==> config.mk <==
export PLATFORM = sky130hd
export DESIGN_NAME = rgmii_nib_rx
export DESIGN_NICKNAME = d
export VERILOG_FILES = /design/src/rtl/rgmii_rx_pkg.sv /design/src/rtl/rgmii_rx_align.sv /design/src/rtl/rgmii_rx_crc.sv /design/src/rtl/rgmii_rx_hdr.sv /design/src/rtl/rgmii_nib_rx.sv
export SDC_FILE = /design/constraint.sdc
export NUM_CORES = 1
export LEC_CHECK = 0
export BUFFER_PORTS_ARGS = -buffer_cell sky130_fd_sc_hd__buf_2
export CORE_MARGIN = 10
export CORE_UTILIZATION = 40
export CTS_CLUSTER_SIZE = 16
export DETAILED_ROUTE_END_ITERATION = 6
export PLACE_DENSITY = 0.71
export SLEW_MARGIN = 20
export SYNTH_ARGS = -nofsm -noshare
export SYNTH_HDL_FRONTEND = slang
export SYNTH_SLANG_ARGS = --single-unit
==> constraint.sdc <==
create_clock -name clk -period 2.5 [get_ports clk]
set_clock_uncertainty 0.15 [all_clocks]
set_input_delay 0.75 -clock clk [delete_from_list [all_inputs] [get_ports clk]]
set_output_delay 0.75 -clock clk [all_outputs]
set_load 0.02 [all_outputs]
==> src/rtl/rgmii_rx_pkg.sv <==
package rgmii_rx_pkg;
    localparam int NIB_W      = 4;
    localparam int BYTE_W     = 2 * NIB_W;
    localparam int MAC_BYTES  = 6;
    localparam int TYPE_BYTES = 2;
    localparam int HDR_BYTES  = 2 * MAC_BYTES + TYPE_BYTES;
    localparam int MAC_W      = MAC_BYTES * BYTE_W;
    localparam int TYPE_W     = TYPE_BYTES * BYTE_W;
    localparam int CRC_W      = 32;
    localparam int SPEED_W    = 2;

    localparam logic [NIB_W-1:0] PRE_NIB = 4'h5;
    localparam logic [NIB_W-1:0] SFD_NIB = 4'hD;
    localparam logic [CRC_W-1:0] CRC_POLY_REFL = 32'hEDB88320;
    localparam logic [CRC_W-1:0] CRC_RESIDUE   = 32'hC704DD7B;

    typedef enum logic {ST_HUNT, ST_DATA} rx_st_e;
endpackage

==> src/rtl/rgmii_rx_align.sv <==
module rgmii_rx_align
    import rgmii_rx_pkg::*;
(
    input  logic              clk,
    input  logic              rst_n,
    input  logic              rx_ctl,
    input  logic [NIB_W-1:0]  rx_d,
    output logic              byte_vld,
    output logic [BYTE_W-1:0] byte_data,
    output logic              sof,
    output logic              eof,
    output logic              frame_err,
    output logic              sfd_hit,
    output logic [NIB_W-1:0]  link_stat
);
    typedef struct packed {
        rx_st_e             st;
        logic               prev5;
        logic               half;
        logic               first;
        logic [NIB_W-1:0]   lo;
        logic               vld;
        logic [BYTE_W-1:0]  data;
        logic               sof;
        logic               eof;
        logic               ferr;
        logic               sfd;
        logic [NIB_W-1:0]   stat;
    } align_s;

    align_s r_q, r_d;

    always_comb begin
        r_d      = r_q;
        r_d.vld  = 1'b0;
        r_d.sof  = 1'b0;
        r_d.eof  = 1'b0;
        r_d.ferr = 1'b0;
        r_d.sfd  = 1'b0;
        if (!rx_ctl) begin
            r_d.stat  = rx_d;
            r_d.prev5 = 1'b0;
            r_d.half  = 1'b0;
            if (r_q.st == ST_DATA) begin
                r_d.eof  = 1'b1;
                r_d.ferr = r_q.half;
            end
            r_d.st = ST_HUNT;
        end else if (r_q.st == ST_HUNT) begin
            if (r_q.prev5 && (rx_d == SFD_NIB)) begin
                r_d.st    = ST_DATA;
                r_d.half  = 1'b0;
                r_d.first = 1'b1;
                r_d.sfd   = 1'b1;
            end
            r_d.prev5 = (rx_d == PRE_NIB);
        end else begin
            if (!r_q.half) begin
                r_d.lo   = rx_d;
                r_d.half = 1'b1;
            end else begin
                r_d.data  = {rx_d, r_q.lo};
                r_d.vld   = 1'b1;
                r_d.sof   = r_q.first;
                r_d.first = 1'b0;
                r_d.half  = 1'b0;
            end
        end
    end

    always_ff @(posedge clk) begin
        if (!rst_n) begin
            r_q <= '0;
        end else begin
            r_q <= r_d;
        end
    end

    assign byte_vld  = r_q.vld;
    assign byte_data = r_q.data;
    assign sof       = r_q.sof;
    assign eof       = r_q.eof;
    assign frame_err = r_q.ferr;
    assign sfd_hit   = r_q.sfd;
    assign link_stat = r_q.stat;
endmodule

==> src/rtl/rgmii_rx_crc.sv <==
module rgmii_rx_crc
    import rgmii_rx_pkg::*;
(
    input  logic              clk,
    input  logic              rst_n,
    input  logic              clr,
    input  logic              en,
    input  logic [BYTE_W-1:0] din,
    output logic              match
);
    typedef struct packed {
        logic [CRC_W-1:0] crc;
    } crc_s;

    crc_s c_q, c_d;
    logic [CRC_W-1:0] rev;

    always_comb begin
        c_d = c_q;
        if (clr) begin
            c_d.crc = '1;
        end else if (en) begin
            for (int i = 0; i < BYTE_W; i++) begin
                if (c_d.crc[0] ^ din[i]) begin
                    c_d.crc = (c_d.crc >> 1) ^ CRC_POLY_REFL;
                end else begin
                    c_d.crc = c_d.crc >> 1;
                end
            end
        end
    end

    always_comb begin
        for (int i = 0; i < CRC_W; i++) begin
            rev[i] = c_q.crc[CRC_W-1-i];
        end
    end

    assign match = (rev == CRC_RESIDUE);

    always_ff @(posedge clk) begin
        if (!rst_n) begin
            c_q.crc <= '1;
        end else begin
            c_q <= c_d;
        end
    end
endmodule

==> src/rtl/rgmii_rx_hdr.sv <==
module rgmii_rx_hdr
    import rgmii_rx_pkg::*;
(
    input  logic              clk,
    input  logic              rst_n,
    input  logic              byte_vld,
    input  logic              sof,
    input  logic [BYTE_W-1:0] byte_data,
    output logic [MAC_W-1:0]  dst_mac,
    output logic [MAC_W-1:0]  src_mac,
    output logic [TYPE_W-1:0] eth_type,
    output logic              hdr_vld
);
    localparam int CW = $clog2(HDR_BYTES + 1);

    typedef struct packed {
        logic [CW-1:0]     cnt;
        logic [MAC_W-1:0]  dst;
        logic [MAC_W-1:0]  src;
        logic [TYPE_W-1:0] typ;
        logic              hv;
    } hdr_s;

    hdr_s h_q, h_d;
    logic [CW-1:0] idx;

    always_comb begin
        h_d    = h_q;
        h_d.hv = 1'b0;
        idx    = sof ? '0 : h_q.cnt;
        if (byte_vld) begin
            if (idx < CW'(MAC_BYTES)) begin
                h_d.dst = {h_q.dst[MAC_W-BYTE_W-1:0], byte_data};
            end else if (idx < CW'(2 * MAC_BYTES)) begin
                h_d.src = {h_q.src[MAC_W-BYTE_W-1:0], byte_data};
            end else if (idx < CW'(HDR_BYTES)) begin
                h_d.typ = {h_q.typ[TYPE_W-BYTE_W-1:0], byte_data};
            end
            if (idx < CW'(HDR_BYTES)) begin
                h_d.cnt = idx + 1'b1;
            end
            h_d.hv = (idx == CW'(HDR_BYTES - 1));
        end
    end

    always_ff @(posedge clk) begin
        if (!rst_n) begin
            h_q <= '0;
        end else begin
            h_q <= h_d;
        end
    end

    assign dst_mac  = h_q.dst;
    assign src_mac  = h_q.src;
    assign eth_type = h_q.typ;
    assign hdr_vld  = h_q.hv;
endmodule

==> src/rtl/rgmii_nib_rx.sv <==
module rgmii_nib_rx
    import rgmii_rx_pkg::*;
(
    input  logic         clk,
    input  logic         rst_n,
    input  logic         rx_ctl,
    input  logic [3:0]   rx_d,
    output logic         byte_vld,
    output logic [7:0]   byte_data,
    output logic         sof,
    output logic         eof,
    output logic         crc_err,
    output logic         frame_err,
    output logic         hdr_vld,
    output logic [47:0]  dst_mac,
    output logic [47:0]  src_mac,
    output logic [15:0]  eth_type,
    output logic         link_up,
    output logic [1:0]   link_speed,
    output logic         link_duplex
);
    logic             sfd_hit;
    logic             crc_ok;
    logic [NIB_W-1:0] link_stat;

    rgmii_rx_align u_align (
        .clk       (clk),
        .rst_n     (rst_n),
        .rx_ctl    (rx_ctl),
        .rx_d      (rx_d),
        .byte_vld  (byte_vld),
        .byte_data (byte_data),
        .sof       (sof),
        .eof       (eof),
        .frame_err (frame_err),
        .sfd_hit   (sfd_hit),
        .link_stat (link_stat)
    );

    rgmii_rx_crc u_crc (
        .clk   (clk),
        .rst_n (rst_n),
        .clr   (sfd_hit),
        .en    (byte_vld),
        .din   (byte_data),
        .match (crc_ok)
    );

    rgmii_rx_hdr u_hdr (
        .clk       (clk),
        .rst_n     (rst_n),
        .byte_vld  (byte_vld),
        .sof       (sof),
        .byte_data (byte_data),
        .dst_mac   (dst_mac),
        .src_mac   (src_mac),
        .eth_type  (eth_type),
        .hdr_vld   (hdr_vld)
    );

    assign crc_err     = eof & ~crc_ok;
    assign link_up     = link_stat[0];
    assign link_speed  = link_stat[SPEED_W:1];
    assign link_duplex = link_stat[NIB_W-1];
endmodule

==> impl_metrics.ini, run 1 <==
[timing]
rsz0062_at_grt = true
layout_setup_ws_ns = -0.214
max_freq_mhz = 368
setup_tns_ns = -0.214
slew_headroom_pct = 65.3
tightest_slew_ns = 0.517
period_minus_slack_ns = 2.71
setup_viol = 1
finalMaxSlewViolations = 0
finalCritPeriodShare_pct = 109
holdWs_ns = 0.309
hold_viol = 0

[route]
wl_mm = 19.0
routed_via_density = 4.74
dr_total_vias = 5838
route.antenna.remaining_nets = 0
drc_errors = 0
wl_per_cell_um = 15.4
drtIter0Drc = 390
drtPass1Iterations = 4

[layout]
ff_latch_area_um2 = 3510
diodes = 0
drive_gt1_share_pct = 24.5
area_delta_synth_final_pct = 10.9
n_fill_cell = 2000
multiInputGateArea_um2 = 3660
layout.nets = 958

[run_status]
outcome = finished with violations
violations = setup timing

[synthesis]
synthCells = 937
ys_seq_elements = 174
async_flop_share_pct = 0
synth_edf_count = 0
syn_nets = 946
post_synth.cell_area_avg_um2 = 8.76
ys_seq_area_share_pct = 42.5
ys_dominant_reg_cell = dfxtp_1
synth_cell_type_count = 43
ys_warn_count = 0
netlist_area_um2 = 8210

[worst_setup_path]
crit_arrival_ns = 1.81
worstSetupPathType = flop to output port
path_max_fanout = 2
cp.required_ns = 1.60
cp-start-kind = flop
worstSetupEndpointType = output port

[die]
num_rows = 52
start_util_pct = 40.6
coreArea_um2 = 20200
fp.dieW_um = 163
io_pins = 137
die_h_um = 163
die_area_um2 = 26600

[clock_tree]
clock-sinks = 174
tritoncts = built
cts_buffer_depth = 2
cts_hold_buf = 0
cts_buffers = 17
htreeDepth = 4
path_clk_slew_ns = 0.07
clk_latency_ns = 0.43
root_buffer = clkbuf_16

[global_routing]
antenna_found_initial = 0
grt_max_degree = 69
grt-ovfl-total = 0
grt_pass1_vias = 5601
grt_first_pass_wirelength_mm = 30.1
grt_usage_pct = 14.1

[placement]
gp_congestion = 0.830
post-dp-hpwl_mm = 13.0
portBuffers = 136

[power_and_ir_drop]
p_per_area_nw_per_um2 = 627
ir_drop_uv = 463
p_leak_nw = 3.78

[min_path]
min_path_type = flop to flop

[run]
maxCapViolations = 0
[layout by cell type, fill, tap and decap left out, drive strengths merged, types with 2 or more instances in the layout]
| cell | Yosys | layout |
|---|---|---|
| o211ai | 11 | 11 |
| nand4 | 3 | 3 |
| clkinv | 0 | 4 |
| inv | 3 | 9 |
| ha | 2 | 2 |
| clkinvlp | 0 | 2 |
| o21ai | 23 | 23 |
| xor2 | 20 | 20 |
| nand3 | 6 | 6 |
| bufinv | 0 | 3 |
| and3 | 3 | 3 |
| nand4b | 2 | 2 |
| mux2i | 21 | 21 |
| a21boi | 108 | 108 |
| nor4bb | 2 | 2 |
| nand2 | 249 | 249 |
| clkbuf | 47 | 17 |
| dfxtp | 174 | 174 |
| xnor3 | 4 | 4 |
| xnor2 | 45 | 45 |
| and2 | 6 | 6 |
| nor2b | 24 | 24 |
| a21oi | 5 | 5 |
| buf | 126 | 166 |
| nor2 | 41 | 41 |
[layout make-up]
class	instances	share of cell area, %
multi-input combinational	587	40.2
sequential	174	38.5
timing repair buffer	166	10.5
clock buffer	17	4.67
tap	270	3.71
clock inverter	15	2.24
inverter	3	0.124
[cell usage after synthesis, types with 2 or more instances]
cell,n,area share (%)
buf_4,122,11
a21boi_0,108,9.9
and3_1,3,0.23
nor4bb_1,2,0.24
nand2_1,249,11
a21oi_1,5,0.30
nand4b_1,2,0.21
nor2b_1,24,1.8
xor2_4,2,0.67
xor2_2,3,0.59
and2_1,6,0.46
xnor2_4,4,1.3
inv_1,3,0.14
xor2_1,15,1.6
mux2i_1,21,2.6
xnor3_1,4,1.1
nor2_1,40,1.8
nand3_1,6,0.37
buf_1,2,0.092
xnor2_2,5,0.99
dfxtp_1,174,42
o21ai_0,22,1.3
ha_1,2,0.30
clkbuf_1,47,2.2
xnor2_1,36,3.8
nand4_1,3,0.23
o211ai_1,10,0.91
buf_2,2,0.12
[worst paths after layout]
path,slack [ns],cells after the start,startpoint,end
max,-0.21,4,u_crc.c_q[12]$_SDFFE_PP1P_,crc_err
max reg2reg,0.37,6,u_crc.c_q[1]$_SDFFE_PP1P_,u_crc.c_q[19]$_SDFFE_PP1P_
min,0.31,2,u_hdr.dst_mac[46]$_SDFFE_PN0P_,u_hdr.dst_mac[46]$_SDFFE_PN0P_
min reg2reg,0.31,2,u_hdr.dst_mac[46]$_SDFFE_PN0P_,u_hdr.dst_mac[46]$_SDFFE_PN0P_
[worst max-delay path: stages (launching register included)]
cell	delay, ns
dfxtp_4	0.35
nor4bb_4	0.30
nand4_1	0.18
o41a_1	0.42
buf_6	0.14
[logic make-up after synthesis]
logic type                 Yosys count  synth area share [%]
and+or+nand+nor                    342                  17.4
buffers and inverters              176                  13.7
DFF                                174                  42.5
AOI/OAI and AO/OA                  152                  13.2
xor gates and xnor gates            70                  10.4
muxes                               21                  2.56
adders and majority gates            2                 0.305
[through the flow]
stage	utilization (%)	instances	power, mW	instance area [um^2]	setup WS, ns
after floorplan	-	937	2.91	8210	0.302
after global placement	41.3	1194	2.94	8350	0.161
after detailed placement	41.3	1194	2.94	8350	0.165
after CTS	45.0	1232	5.78	9100	-0.211
after global routing	45.0	1232	5.91	9100	-0.295
final	45.0	1232	5.70	9100	-0.214
[layer usage]
layer / track usage (%) / up-vias / routed length, um
li1: - / 2936 / -
met1: 17.1 / 2729 / 8210
met2: 22.6 / 143 / 9090
met3: 4.10 / 30 / 1190
met4: 6.11 / 0 / 522
met5: 0 / - / 0
[registers in the layout (all words and copies together), names as in the netlist, 4 cells and up]
name	count
u_hdr.dst_mac	48
u_hdr.src_mac	48
u_crc.c_q	32
u_hdr.eth_type	16
u_align.byte_data	8
u_align.r_q	8
u_align.link_stat	4
u_hdr.h_q	4
[what timing repair did]
item                                    4_1_cts  5_1_grt
pin swaps                                     4        0
buffers inserted                              6        0
endpoints found under the setup margin        1        1
resized for setup                            24        1
[report_power, final]
| part | switching [mW] | leakage, nW | internal (mW) |
|---|---|---|---|
| registers | 0.00234 | 1.40 | 2.77 |
| clock network | 1.22 | 0.303 | 1.61 |
| logic | 0.0557 | 2.08 | 0.0424 |
Note: power is estimated with default switching activity, not from simulation.
==> run 2: changes to the inputs <==
--- a/config.mk
+++ b/config.mk
@@ -10,8 +10,10 @@
 export CORE_UTILIZATION = 40
 export CTS_CLUSTER_SIZE = 16
 export DETAILED_ROUTE_END_ITERATION = 6
+export HOLD_SLACK_MARGIN = 0.08
 export PLACE_DENSITY = 0.71
 export SLEW_MARGIN = 20
 export SYNTH_ARGS = -nofsm -noshare
 export SYNTH_HDL_FRONTEND = slang
+export SYNTH_HIERARCHICAL = 1
 export SYNTH_SLANG_ARGS = --single-unit
==> run 2 against run 1 <==
  * The run still ends with setup timing left
  * Non-clock buffer count shrank 11
  * Sequential cell count is the same
  * Largest cell class unchanged
  * Setup slack gained 0.031 ns
  * Die area shrank 0.63%
  * First-iteration DRC count grew 3.6%
==> impl_metrics.ini, run 2 <==
[run_status]
outcome = finished with violations
violations = setup timing

[synthesis]
synth_edf_count = 0
ys_seq_area_share_pct = 42.8
syn_nets = 835
yosysMostFrequentCell = dfxtp_1
ys_seq_elements = 174
async_flop_share_pct = 0
ys_dominant_reg_cell = dfxtp_1
synth_common_cells = dfxtp_1 (174), nand2_1 (147), buf_4 (128)
ys_warn_count = 6
post_synth.cell_area_avg_um2 = 9.86
synthCells = 826
synth_top_cells_by_area = dfxtp_1 (43%), mux2i_1 (14%), buf_4 (12%), nand2_1 (6.8%), xnor2_1 (4.5%)
netlist_area_um2 = 8150
netlist.top_cell.by_area = dfxtp_1
yosysTopAreaCellShare_pct = 42.8
synth_cell_type_count = 62

[die]
die_area_um2 = 26500
coreArea_um2 = 20100
start_util_pct = 40.5
fp.dieW_um = 163
io_pins = 137
num_rows = 52
die_h_um = 163

[placement]
pre_cts_ws_ns = 0.189
portBuffers = 136
post-dp-hpwl_mm = 13.1
dp.cells = 1084
gp_congestion = 0.815
placed_cell_area_um2 = 8140

[run]
maxCapViolations = 0

[layout]
multiInputGateArea_um2 = 3510
diodes = 0
final_cell_mix = dfxtp_1 (166), nand2_1 (147), buf_2 (134), mux2i_1 (113), xnor2_1 (42)
mostFrequentLayoutCell = dfxtp_1
fin_util_pct = 44.2
n_fill_cell = 1923
ff_latch_area_um2 = 3500
instances_no_fill = 1118
drive_gt1_share_pct = 26.8
layout.nets = 844
area_delta_synth_final_pct = 9.00
final_cell_area_um2 = 8880

[power_and_ir_drop]
p_leak_nw = 4.03
p_per_area_nw_per_um2 = 637
ir_drop_uv = 451

[global_routing]
grt_pass1_vias = 5357
grt_usage_pct = 13.7
grt-ovfl-total = 0
grt_first_pass_wirelength_mm = 28.9
antenna_found_initial = 0
grt_max_degree = 122

[worst_setup_path]
startpoint = u_crc/c_q[3]$_SDFFE_PP1P_
slowest_stage = dfxtp_1
crit_chain = nor4b_2 -> nand4_1 -> nor4_2 -> buf_4 -> nor2b_4 -> buf_6
path_max_fanout = 3
crit_arrival_ns = 1.78
cp-start-kind = flop
cp_slowest_stage_delay_ns = 0.36
cp.required_ns = 1.60
worstSetupPathType = flop to output port
worstSetupEndpointType = output port
worst_r2r_startpoint = u_align/byte_data[0]$_SDFFE_PN0P_

[clock_tree]
path_clk_slew_ns = 0.08
tritoncts = built
htreeDepth = 4
cts_buffers = 17
clk_latency_ns = 0.43
clock-sinks = 174
cts_hold_buf = 0
root_buffer = clkbuf_16
cts_buffer_depth = 2

[timing]
layout_setup_ws_ns = -0.183
finalCritPeriodShare_pct = 107
slew_headroom_pct = 51.2
rsz0062_at_grt = true
tightest_slew_ns = 0.729
period_minus_slack_ns = 2.68
holdWs_ns = 0.305
max_freq_mhz = 373
finalMaxSlewViolations = 0
setup_viol = 1
hold_viol = 0

[min_path]
min_path_type = flop to flop
min_from = u_align/r_q[19]$_SDFFE_PN0P_

[route]
dr_total_vias = 5379
drtIter0Drc = 404
drtPass1Iterations = 5
drc_errors = 0
routed_via_density = 4.81
route.antenna.remaining_nets = 0
wl_per_cell_um = 16.4
wl_mm = 18.3
run 2: cell types whose count changed after synthesis, moves of 15 or more:
cell / delta
a21boi_0: -108
clkbuf_1: -30
mux2i_1: +92
nand2_1: -102
nor2_1: -15
run 2: final timing paths:
check / endpoint / slack, ns / cells after the start
worst min-delay path: u_align/byte_data[2]$_SDFFE_PN0P_ / 0.30 / 2
worst max-delay path: crc_err / -0.18 / 6
worst min register to register: u_align/byte_data[2]$_SDFFE_PN0P_ / 0.30 / 2
worst max register to register: u_crc/c_q[7]$_SDFFE_PP1P_ / 0.40 / 5
run 2: area by class of cell:
class	count	area share [%]
multi-input combinational	483	39.6
clock inverter	15	2.51
timing repair buffer	155	9.79
sequential	174	39.4
inverter	4	0.169
tap	270	3.80
clock buffer	17	4.79
run 2: routing by layer:
layer  wire length (um)  track usage (%)  share of wire, %  up-vias
met5                  0                0                 0        -
met4                191             4.30               1.0        0
met3               1140             4.02               6.2       13
met2               8620             22.0                47      153
met1               8340             17.2                46     2570
li1                   -                -                 -     2643
run 2: kinds of logic after synthesis:
family,after synthesis,share of synthesized area (%)
adder cells (fa/ha/maj),2,0.307
multiplexers,113,13.9
AO/OA/AOI/OAI,74,6.08
flip-flops,174,42.8
XOR/XNOR,69,9.25
buffers and inverters,169,15.0
AND/OR/NAND/NOR,225,12.7
run 2: what timing repair did:
| item | 4_1_cts | 5_1_grt |
|---|---|---|
| buffers inserted | 2 | 0 |
| gates resized for setup | 18 | 1 |
| endpoints found under the setup margin | 1 | 1 |
| pin swaps | 5 | 0 |
run 2: worst max-delay path: cells and delay by family, from the launching register on:
| family | cells | cell delay (ns) |
|---|---|---|
| buffers and inverters | 2 | 0.28 |
| DFF | 1 | 0.36 |
| and+or+nand+nor | 4 | 0.71 |
run 2: metrics by stage:
stage | power, mW | TNS, ns
2_1_floorplan | 2.91 | 0
3_3_place_gp | 2.93 | 0
3_5_place_dp | 2.93 | 0
4_1_cts | 5.75 | -0.219
5_1_grt | 5.86 | -0.285
6_report | 5.65 | -0.183
run 2: power breakdown:
| part | switching [mW] | internal [mW] | total (mW) |
|---|---|---|---|
| Sequential | 0.00191 | 2.77 | 2.77 |
| Clock | 1.38 | 1.41 | 2.79 |
| Combinational | 0.0657 | 0.0238 | 0.0895 |
==> run 3: changes to the inputs <==
--- a/config.mk
+++ b/config.mk
@@ -6,12 +6,14 @@
 export NUM_CORES = 1
 export LEC_CHECK = 0
 export BUFFER_PORTS_ARGS = -buffer_cell sky130_fd_sc_hd__buf_2
+export CELL_PAD_IN_SITES_DETAIL_PLACEMENT = 0
+export CELL_PAD_IN_SITES_GLOBAL_PLACEMENT = 1
 export CORE_MARGIN = 10
 export CORE_UTILIZATION = 40
-export CTS_CLUSTER_SIZE = 16
+export CTS_CLUSTER_SIZE = 12
 export DETAILED_ROUTE_END_ITERATION = 6
 export HOLD_SLACK_MARGIN = 0.08
-export PLACE_DENSITY = 0.71
+export PLACE_DENSITY = 0.85
 export SLEW_MARGIN = 20
 export SYNTH_ARGS = -nofsm -noshare
 export SYNTH_HDL_FRONTEND = slang
==> constraint.sdc (replaced) <==
create_clock -name clk -period 2.5 [get_ports clk]
set_clock_uncertainty 0.15 [all_clocks]
set_input_delay 0.125 -clock clk [delete_from_list [all_inputs] [get_ports clk]]
set_output_delay 0.125 -clock clk [all_outputs]
set_load 0.02 [all_outputs]
==> run 3 against run 2 <==
  * The flow now finishes without violations
  * Critical path depth did not move
  * Core utilization fell by 0.25 points
  * Sequential power barely moved
  * Maximum frequency rose by 16%
  * Setup slack improved by 0.36 ns
  * Non-clock buffer count rose by 6
  * Register-to-register slack improved by 0.03 ns
  * Cell area fell by 0.56%
  * Via count fell by 1.6%
  * Critical endpoint unchanged
  * Largest cell class is now flip-flops and latches
  * Largest power group is now sequential cells
==> impl_metrics.ini, run 3 (synthesized netlist as in run 2, its figures left out) <==
[run_status]
outcome = completed

[worst_setup_path]
slowest_stage = dfxtp_1
cp.required_ns = 2.23
cp_slowest_stage_delay_ns = 0.38
worstSetupPathType = flop to output port
worstSetupEndpointType = output port
crit_chain = nor4b_1 -> nand4_1 -> nor4_1 -> buf_4 -> nor2b_4 -> buf_2
cp-start-kind = flop
crit_arrival_ns = 2.05
path_max_fanout = 3

[timing]
setup_viol = 0
period_minus_slack_ns = 2.32
hold_viol = 0
holdWs_ns = 0.306
rsz0062_at_grt = false
layout_setup_ws_ns = 0.177
setup_tns_ns = 0
tightest_slew_ns = 0.664
max_freq_mhz = 431
finalCritPeriodShare_pct = 92.9
finalMaxSlewViolations = 0
slew_headroom_pct = 55.6

[clock_tree]
htreeDepth = 4
cts_resized = 0
root_buffer = clkbuf_16
clock-sinks = 174
clk_latency_ns = 0.42
cts_buffer_depth = 2
cts_buffers = 17
tritoncts = built
path_clk_slew_ns = 0.08
cts_hold_buf = 7
postCtsSetupRepairBufs = 0

[route]
drc_errors = 0
wl_mm = 18.1
wl_per_cell_um = 16.1
route.antenna.remaining_nets = 0
drtPass1Iterations = 5
drtIter0Drc = 297
dr_total_vias = 5292
routed_via_density = 4.71

[placement]
dp.cells = 1085
gp_congestion = 0.890
portBuffers = 136
pre_cts_ws_ns = 0.452
post-dp-hpwl_mm = 13.0

[global_routing]
grt_pass1_vias = 5069
grt-ovfl-total = 0
grt_usage_pct = 13.3
grt_first_pass_wirelength_mm = 28.0
antenna_found_initial = 0
grt_max_degree = 95

[power_and_ir_drop]
design_power_total_mw = 5.54
p_leak_nw = 3.95
p_per_area_nw_per_um2 = 627
ir_drop_uv = 414

[layout]
layout.nets = 850
ff_latch_area_um2 = 3480
n_fill_cell = 1939
diodes = 0
multiInputGateArea_um2 = 3460
drive_gt1_share_pct = 24.9
mostFrequentLayoutCell = dfxtp_1
instances_no_fill = 1124
area_delta_synth_final_pct = 8.39
final_cell_mix = dfxtp_1 (174), nand2_1 (147), buf_2 (135), mux2i_1 (113), xnor2_1 (42)

[die]
coreArea_um2 = 20100
fp.dieW_um = 163
io_pins = 137
die_area_um2 = 26500
num_rows = 52
die_h_um = 163
start_util_pct = 40.5

[run]
maxCapViolations = 0

[min_path]
min_path_type = flop to flop
==> run 3: cell count changes in the layout (fill, tap and decap cells not counted), sizes merged <==
cell	delta
buf	-1
clkbuf	+1
clkinv	-1
clkinvlp	+2
dlygate4sd3	+7
inv	-2
==> run 3: critical path, delay by kind of cell, from the launching register on <==
family	cells	cell delay [ns]
AND/OR/NAND/NOR	4	0.90
buffers and inverters	2	0.34
flip-flops	1	0.38
==> run 3: path summary, 6_finish.rpt <==
kind	startpoint	slack, ns	depth (start not counted)	end
min reg2reg	u_align/r_q[18]$_SDFFE_PN0P_	0.31	2	u_align/byte_data[1]$_SDFFE_PN0P_
max reg2reg	u_align/byte_data[5]$_SDFFE_PN0P_	0.43	5	u_crc/c_q[21]$_SDFFE_PP1P_
min	u_align/r_q[18]$_SDFFE_PN0P_	0.31	2	u_align/byte_data[1]$_SDFFE_PN0P_
max	u_crc/c_q[2]$_SDFFE_PP1P_	0.18	6	crc_err
==> run 3: stage by stage <==
stage                     util, %  instance area, um^2
after CTS                    43.9                 8830
after global placement       40.5                 8150
final                        43.9                 8830
after detailed placement     40.5                 8150
after floorplan                 -                 8150
after global routing         43.9                 8830
==> run 3: final cells by class <==
class,count,area share (%)
Clock buffer,18,4.97
Multi-Input combinational cell,483,39.1
Tap cell,270,3.83
Clock inverter,14,1.96
Timing Repair Buffer,161,10.5
Sequential cell,174,39.5
Inverter,4,0.170
==> run 3: metal layers <==
| layer | GRT usage (%) | share of wire, % | up-vias |
|---|---|---|---|
| li1 | - | - | 2660 |
| met1 | 17.4 | 47 | 2497 |
| met2 | 19.9 | 45 | 129 |
| met3 | 4.98 | 6.9 | 6 |
| met4 | 3.65 | 0.56 | 0 |
| met5 | 0 | 0 | - |
==> run 3: where the power goes <==
group / internal, mW / leakage, nW / switching (mW)
combinational: 0.0302 / 2.26 / 0.0682
sequential: 2.77 / 1.40 / 0.00196
clock: 1.38 / 0.292 / 1.28
total: 4.19 / 3.95 / 1.35
